File: src/rtl/warp_sched_pkg.sv
package warp_sched_pkg;

    localparam int MAX_WARPS    = 32;
    localparam int WARP_ID_W    = $clog2(MAX_WARPS);
    localparam int WARP_THREADS = 32;

    typedef logic [WARP_ID_W-1:0] warp_id_t;

    // Life cycle of one resident warp
    typedef enum logic [1:0] {
        WS_IDLE   = 2'd0,   // not resident
        WS_READY  = 2'd1,   // eligible for issue
        WS_BUSY   = 2'd2,   // one instruction in flight
        WS_PARKED = 2'd3    // waiting for a cache miss to return
    } warp_state_e;

    typedef struct packed {
        logic     valid;
        warp_id_t id;
    } warp_evt_t;

    function automatic logic evt_hits(warp_evt_t e, int unsigned w);
        return e.valid && (e.id == warp_id_t'(w));
    endfunction

endpackage

File: src/rtl/ws_warp_table.sv
module ws_warp_table
    import warp_sched_pkg::*;
#(
    parameter int NUM_WARPS = 32
) (
    input  logic                 clk,
    input  logic                 rst,
    input  warp_evt_t            launch_e,
    input  warp_evt_t            wb_e,
    input  logic                 wb_last,
    input  warp_evt_t            miss_e,
    input  warp_evt_t            fill_e,
    input  warp_evt_t            issue_e,
    output logic [NUM_WARPS-1:0] ready_vec
);

    for (genvar g = 0; g < NUM_WARPS; g++) begin : g_warp
        warp_state_e st_q, st_d;

        always_comb begin
            st_d = st_q;
            unique case (st_q)
                WS_IDLE:   if (evt_hits(launch_e, g)) st_d = WS_READY;
                WS_READY:  if (evt_hits(issue_e, g))  st_d = WS_BUSY;
                WS_BUSY: begin
                    if (evt_hits(miss_e, g))     st_d = WS_PARKED;
                    else if (evt_hits(wb_e, g))  st_d = wb_last ? WS_IDLE : WS_READY;
                end
                WS_PARKED: if (evt_hits(fill_e, g)) st_d = WS_READY;
                default:   st_d = WS_IDLE;
            endcase
        end

        always_ff @(posedge clk) begin
            if (rst) st_q <= WS_IDLE;
            else     st_q <= st_d;
        end

        assign ready_vec[g] = (st_q == WS_READY);

        // Picker may only choose this warp while it is ready
        assert_issue_ready_R3: assert property (@(posedge clk) disable iff (rst)
            evt_hits(issue_e, g) |-> st_q == WS_READY);

        assert_issue_busy_R3: assert property (@(posedge clk) disable iff (rst)
            evt_hits(issue_e, g) |=> st_q == WS_BUSY);

        assert_ready_holds_R2: assert property (@(posedge clk) disable iff (rst)
            (st_q == WS_READY && !evt_hits(issue_e, g)) |=> st_q == WS_READY);

        assert_parked_holds_R7: assert property (@(posedge clk) disable iff (rst)
            (st_q == WS_PARKED && !evt_hits(fill_e, g)) |=> st_q == WS_PARKED);

        assert_fill_ready_R8: assert property (@(posedge clk) disable iff (rst)
            (st_q == WS_PARKED && evt_hits(fill_e, g)) |=> st_q == WS_READY);

        assert_miss_wins_R9: assert property (@(posedge clk) disable iff (rst)
            (st_q == WS_BUSY && evt_hits(miss_e, g) && evt_hits(wb_e, g)) |=> st_q == WS_PARKED);

        assert_wb_resume_R6: assert property (@(posedge clk) disable iff (rst)
            (st_q == WS_BUSY && !evt_hits(miss_e, g) && evt_hits(wb_e, g) && !wb_last)
                |=> st_q == WS_READY);
    end

endmodule

File: src/rtl/ws_rr_picker.sv
module ws_rr_picker
    import warp_sched_pkg::*;
#(
    parameter int NUM_WARPS = 32
) (
    input  logic                 clk,
    input  logic                 rst,
    input  logic [NUM_WARPS-1:0] ready_vec,
    output logic                 grant_valid,
    output warp_id_t             grant_id
);

    localparam warp_id_t LAST_INIT = warp_id_t'(NUM_WARPS - 1);

    warp_id_t               last_q;
    logic [MAX_WARPS-1:0]   rdy_ext;

    assign rdy_ext = MAX_WARPS'(ready_vec);

    // Cyclic search starting one past the last issued warp
    always_comb begin
        warp_id_t idx;
        grant_valid = 1'b0;
        grant_id    = '0;
        idx         = '0;
        for (int step = 1; step <= NUM_WARPS; step++) begin
            idx = warp_id_t'((int'(last_q) + step) % NUM_WARPS);
            if (!grant_valid && rdy_ext[idx]) begin
                grant_valid = 1'b1;
                grant_id    = idx;
            end
        end
    end

    always_ff @(posedge clk) begin
        if (rst)              last_q <= LAST_INIT;
        else if (grant_valid) last_q <= grant_id;
    end

    assert_grant_ready_R3: assert property (@(posedge clk) disable iff (rst)
        grant_valid |-> rdy_ext[grant_id]);

    assert_ptr_hold_R5: assert property (@(posedge clk) disable iff (rst)
        !grant_valid |=> $stable(last_q));

    assert_no_bubble_R10: assert property (@(posedge clk) disable iff (rst)
        (ready_vec != '0) |-> grant_valid);

    assert_no_repeat_R4: assert property (@(posedge clk) disable iff (rst)
        (grant_valid && $countones(ready_vec) > 1) |-> grant_id != last_q);

endmodule

File: src/rtl/warp_issue_sched.sv
module warp_issue_sched
    import warp_sched_pkg::*;
#(
    parameter int NUM_WARPS = 32
) (
    input  logic       clk,
    input  logic       rst,
    input  logic       launch_valid,
    input  logic [4:0] launch_warp,
    input  logic       wb_valid,
    input  logic [4:0] wb_warp,
    input  logic       wb_last,
    input  logic       miss_valid,
    input  logic [4:0] miss_warp,
    input  logic       fill_valid,
    input  logic [4:0] fill_warp,
    output logic       issue_valid,
    output logic [4:0] issue_warp
);

    warp_evt_t            launch_e, wb_e, miss_e, fill_e, issue_e;
    logic [NUM_WARPS-1:0] ready_vec;
    logic                 grant_valid;
    warp_id_t             grant_id;

    assign launch_e = '{valid: launch_valid, id: launch_warp};
    assign wb_e     = '{valid: wb_valid,     id: wb_warp};
    assign miss_e   = '{valid: miss_valid,   id: miss_warp};
    assign fill_e   = '{valid: fill_valid,   id: fill_warp};
    assign issue_e  = '{valid: grant_valid,  id: grant_id};

    ws_warp_table #(.NUM_WARPS(NUM_WARPS)) u_table (
        .clk       (clk),
        .rst       (rst),
        .launch_e  (launch_e),
        .wb_e      (wb_e),
        .wb_last   (wb_last),
        .miss_e    (miss_e),
        .fill_e    (fill_e),
        .issue_e   (issue_e),
        .ready_vec (ready_vec)
    );

    ws_rr_picker #(.NUM_WARPS(NUM_WARPS)) u_pick (
        .clk         (clk),
        .rst         (rst),
        .ready_vec   (ready_vec),
        .grant_valid (grant_valid),
        .grant_id    (grant_id)
    );

    assign issue_valid = grant_valid;
    assign issue_warp  = grant_id;

    assert_issue_range_R3: assert property (@(posedge clk) disable iff (rst)
        issue_valid |-> int'(issue_warp) < NUM_WARPS);

    assert_idle_after_reset_R1: assert property (@(posedge clk)
        rst |=> !issue_valid);

endmodule

File: config.mk
export PLATFORM = sky130hd
export DESIGN_NAME = warp_issue_sched
export DESIGN_NICKNAME = d
export VERILOG_FILES = /design/src/rtl/warp_sched_pkg.sv /design/src/rtl/ws_warp_table.sv /design/src/rtl/ws_rr_picker.sv /design/src/rtl/warp_issue_sched.sv
export SDC_FILE = /design/constraint.sdc
export NUM_CORES = 1
export LEC_CHECK = 0
export BUFFER_PORTS_ARGS = -buffer_cell sky130_fd_sc_hd__buf_2
export CAP_MARGIN = 10
export CORE_MARGIN = 4
export CORE_UTILIZATION = 45
export CTS_CLUSTER_SIZE = 8
export DETAILED_ROUTE_END_ITERATION = 7
export PLACE_DENSITY_LB_ADDON = 0.12
export RECOVER_POWER = 25
export SLEW_MARGIN = 10
export SYNTH_ARGS = -nofsm -noshare
export SYNTH_HDL_FRONTEND = slang
export SYNTH_SLANG_ARGS = --single-unit
File: constraint.sdc
create_clock -name clk -period 7.2 [get_ports clk]
set_clock_uncertainty 0.15 [all_clocks]
set_input_delay 0.72 -clock clk [delete_from_list [all_inputs] [get_ports clk]]
set_output_delay 0.72 -clock clk [all_outputs]
set_load 0.05 [all_outputs]
==> flow_metrics.py <==
metrics = {
    "run_status": {
        "status": "complete, no violations",
    },
    "routing": {
        "m1WireLength_um": 24700,
        "dr.pass1.iters": 7,
        "routed-via-count": 15600,
        "viasPerCell": 6.78,
        "drtIter0Drc": 1636,
        "drc_errors": 0,
        "ant_nets": 0,
        "wl_met3_um": 4630,
        "met2_length_um": 29800,
        "highest_layer": "met4",
        "wirelength_um": 65000,
        "wl_per_cell_um": 28.3,
    },
    "worst_setup_path": {
        "cp_data_required_time_ps": 6330,
        "r2r-end": "u_table.g_warp[13].st_q[1]",
        "r2r_slack_ps": 460,
        "max_stage_delay_ps": 660,
        "r2r_cells": 17,
        "cp_max_fo": 24,
        "start_kind": "flip-flop",
        "worst_setup_path_end_kind": "output port",
        "startpoint": "u_pick.last_q[0]",
        "crit_path_top_delay_cell": "or4_1",
        "crit_chain": "clkinv_1 > ha_1 > buf_4 > mux2_1 > mux2i_1 > mux4_2 > mux2i_1 > buf_4 > or4_1 > or4_4 > nor4_1 > a2111oi_0 > o21ai_2 > a41oi_2 > o21a_4 > inv_8 > buf_2",
        "crit_type": "reg -> out",
        "worst_ep_arrival_time_ps": 6070,
        "reg2reg_from": "u_pick.last_q[1]",
    },
    "layout": {
        "drive_above_1_share": 0.184,
        "n_antenna_cell": 0,
        "final_area_sq_um": 16000,
        "fin_nets": 2051,
        "synthToLayoutAreaGrowth_pct": 7.84,
    },
    "yosys": {
        "yosysUniqueCellTypes": 113,
        "synth_top_area_cell": "ha_1",
        "synthCells": 1818,
        "syn_avg_cell_area_sq_um": 8.16,
        "synth_top_area_frac": 0.145,
        "synth-main-ff-cell": "dfxtp_1",
        "yosysSeqAreaShare": 0.0931,
        "async_reset_ff_frac": 0,
        "synth_area_sq_um": 14800,
        "post-synth-top-count-cell": "nand2_1",
        "synth_commonest_cells": "219 x nand2_1, 172 x ha_1, 127 x o21ai_0",
        "synth_warnings": 0,
        "synth_edf_count": 0,
        "ys_seq_elements": 69,
        "synth_fp_nets": 2017,
        "yosys-top-cells-area": "ha_1 15%, mux4_2 11%, dfxtp_1 9.3%",
    },
    "clock_network": {
        "cts_htree_levels": 3,
        "clock_sinks": 69,
        "cts_made_buffers": 9,
        "clk_pin_slew_worst_paths_ps": 60,
        "cts_setup_buffers": 0,
        "clock_path_buffers": 2,
        "cts_tree": "yes",
        "root_buffer": "clkbuf_16",
        "hold_buffers": 0,
        "clk-insertion-delay-late_ps": 350,
        "cts_resized": 0,
    },
    "timing": {
        "finalHoldViolCount": 0,
        "slew-limit-headroom": 0.190,
        "rsz0062_at_grt": "no",
        "min_period_over_period": 0.964,
        "timing.hold.ws_ps": 346,
        "drv_slew": 0,
        "finalSetupViolations": 0,
        "tns_ps": 0,
        "clock.fmax_mhz": 144,
        "finalCriticalPeriod_ps": 6940,
        "worstMarginPinSlew_ps": 1210,
    },
    "floorplan": {
        "start_util": 0.456,
        "rows": 66,
        "die_x_um": 190,
        "core-area_sq_um": 32500,
        "io_pins": 33,
        "die-area_sq_um": 35900,
        "die_y_um": 190,
    },
    "global_route": {
        "grt.overflow.total": 0,
        "antenna_found_initial": 0,
        "first_global_vias": 14900,
        "grt_pass1_wl_um": 96100,
        "grt_max_degree": 52,
        "grt_usage": 0.352,
    },
    "hold_path": {
        "worst_hold_path_type": "reg -> reg",
        "holdPathEnd": "u_table.g_warp[4].st_q[1]",
        "whs_path_depth": 2,
        "hold_start": "u_table.g_warp[4].st_q[1]",
    },
    "run": {
        "maxCapViolations": 0,
    },
    "place": {
        "io_buffers": 32,
        "placedInstanceArea_sq_um": 15700,
        "place_congestion": 1.09,
        "dp_hpwl_um": 51900,
    },
}
stage by stage:
step / instances / util / worst slack, ps
after floorplan: 1818 / - / 656
after global placement: 2283 / 0.483 / 799
after detailed placement: 2283 / 0.483 / 737
after CTS: 2299 / 0.493 / 428
after global routing: 2299 / 0.492 / 57.6
final: 2299 / 0.492 / 262
layout by cell type, fill, tap and decap left out, types with 11 or more instances in the layout:
master / count
mux4_2: 71
nor4_1: 12
a21oi_1: 59
ha_1: 172
buf_4: 80
nand2b_1: 29
nand3_1: 109
and2_1: 12
nand2_1: 220
a31o_2: 16
dfxtp_1: 65
nor3_1: 32
o211ai_1: 26
a31oi_1: 30
buf_2: 31
nor2b_1: 21
inv_1: 98
nand4_1: 15
o311ai_0: 12
mux2_2: 44
o41ai_1: 16
xnor2_1: 14
o21ai_0: 127
nor2_1: 80
or2_2: 22
mux2i_1: 115
a211oi_1: 14
o22ai_1: 11
worst max-delay path, delay by kind of cell, from the launching register on:
kind	cells	cell delay (ps)
AOI/OAI and AO/OA	4	750
adders and majority gates	1	300
buffers and inverters	5	1060
DFF	1	330
muxes	4	1380
and+or+nand+nor	3	1900
routing by layer:
| layer | vias to the layer above | global-route usage |
|---|---|---|
| li1 | 6971 | - |
| met1 | 7514 | 0.426 |
| met2 | 844 | 0.578 |
| met3 | 268 | 0.0404 |
| met4 | 0 | 0.260 |
| met5 | - | 0 |
flip-flops by register name, indices dropped and copies added (netlist names):
register / count
u_table.g_warp.st_q: 64
u_pick.last_q: 5
worst max-delay path by stage:
stage / to / slack [ps] / cells after the start
global placement: u_table.g_warp[1].st_q[1] / 800 / 18
floorplan: u_table.g_warp[13].st_q[1] / 660 / 26
global route: issue_warp[3] / 60 / 17
finish: issue_warp[3] / 260 / 17
detailed placement: u_table.g_warp[1].st_q[1] / 740 / 18
CTS: issue_warp[2] / 430 / 17
cells by family (layout without fill, tap and decap cells):
family | count (synthesis) | count (layout) | synth area share
flops | 69 | 69 | 0.0931
buf+inv | 200 | 239 | 0.0622
mux | 247 | 247 | 0.235
simple gates | 640 | 640 | 0.220
xor+xnor | 26 | 26 | 0.0174
fa+ha+maj | 172 | 172 | 0.145
compound gates | 464 | 464 | 0.228
layout make-up:
class / count / area [sq um]
Clock buffer: 13 / 270
Clock inverter: 3 / 42.5
Timing Repair Buffer: 118 / 815
Tap cell: 442 / 553
Sequential cell: 69 / 1390
Fill cell: 3255 / 16500
Inverter: 105 / 404
Multi-Input combinational cell: 1549 / 12500
Power is left out: the tool's default activity adds up to more than one toggle a clock period on the data nets, which glitch-free logic cannot reach.
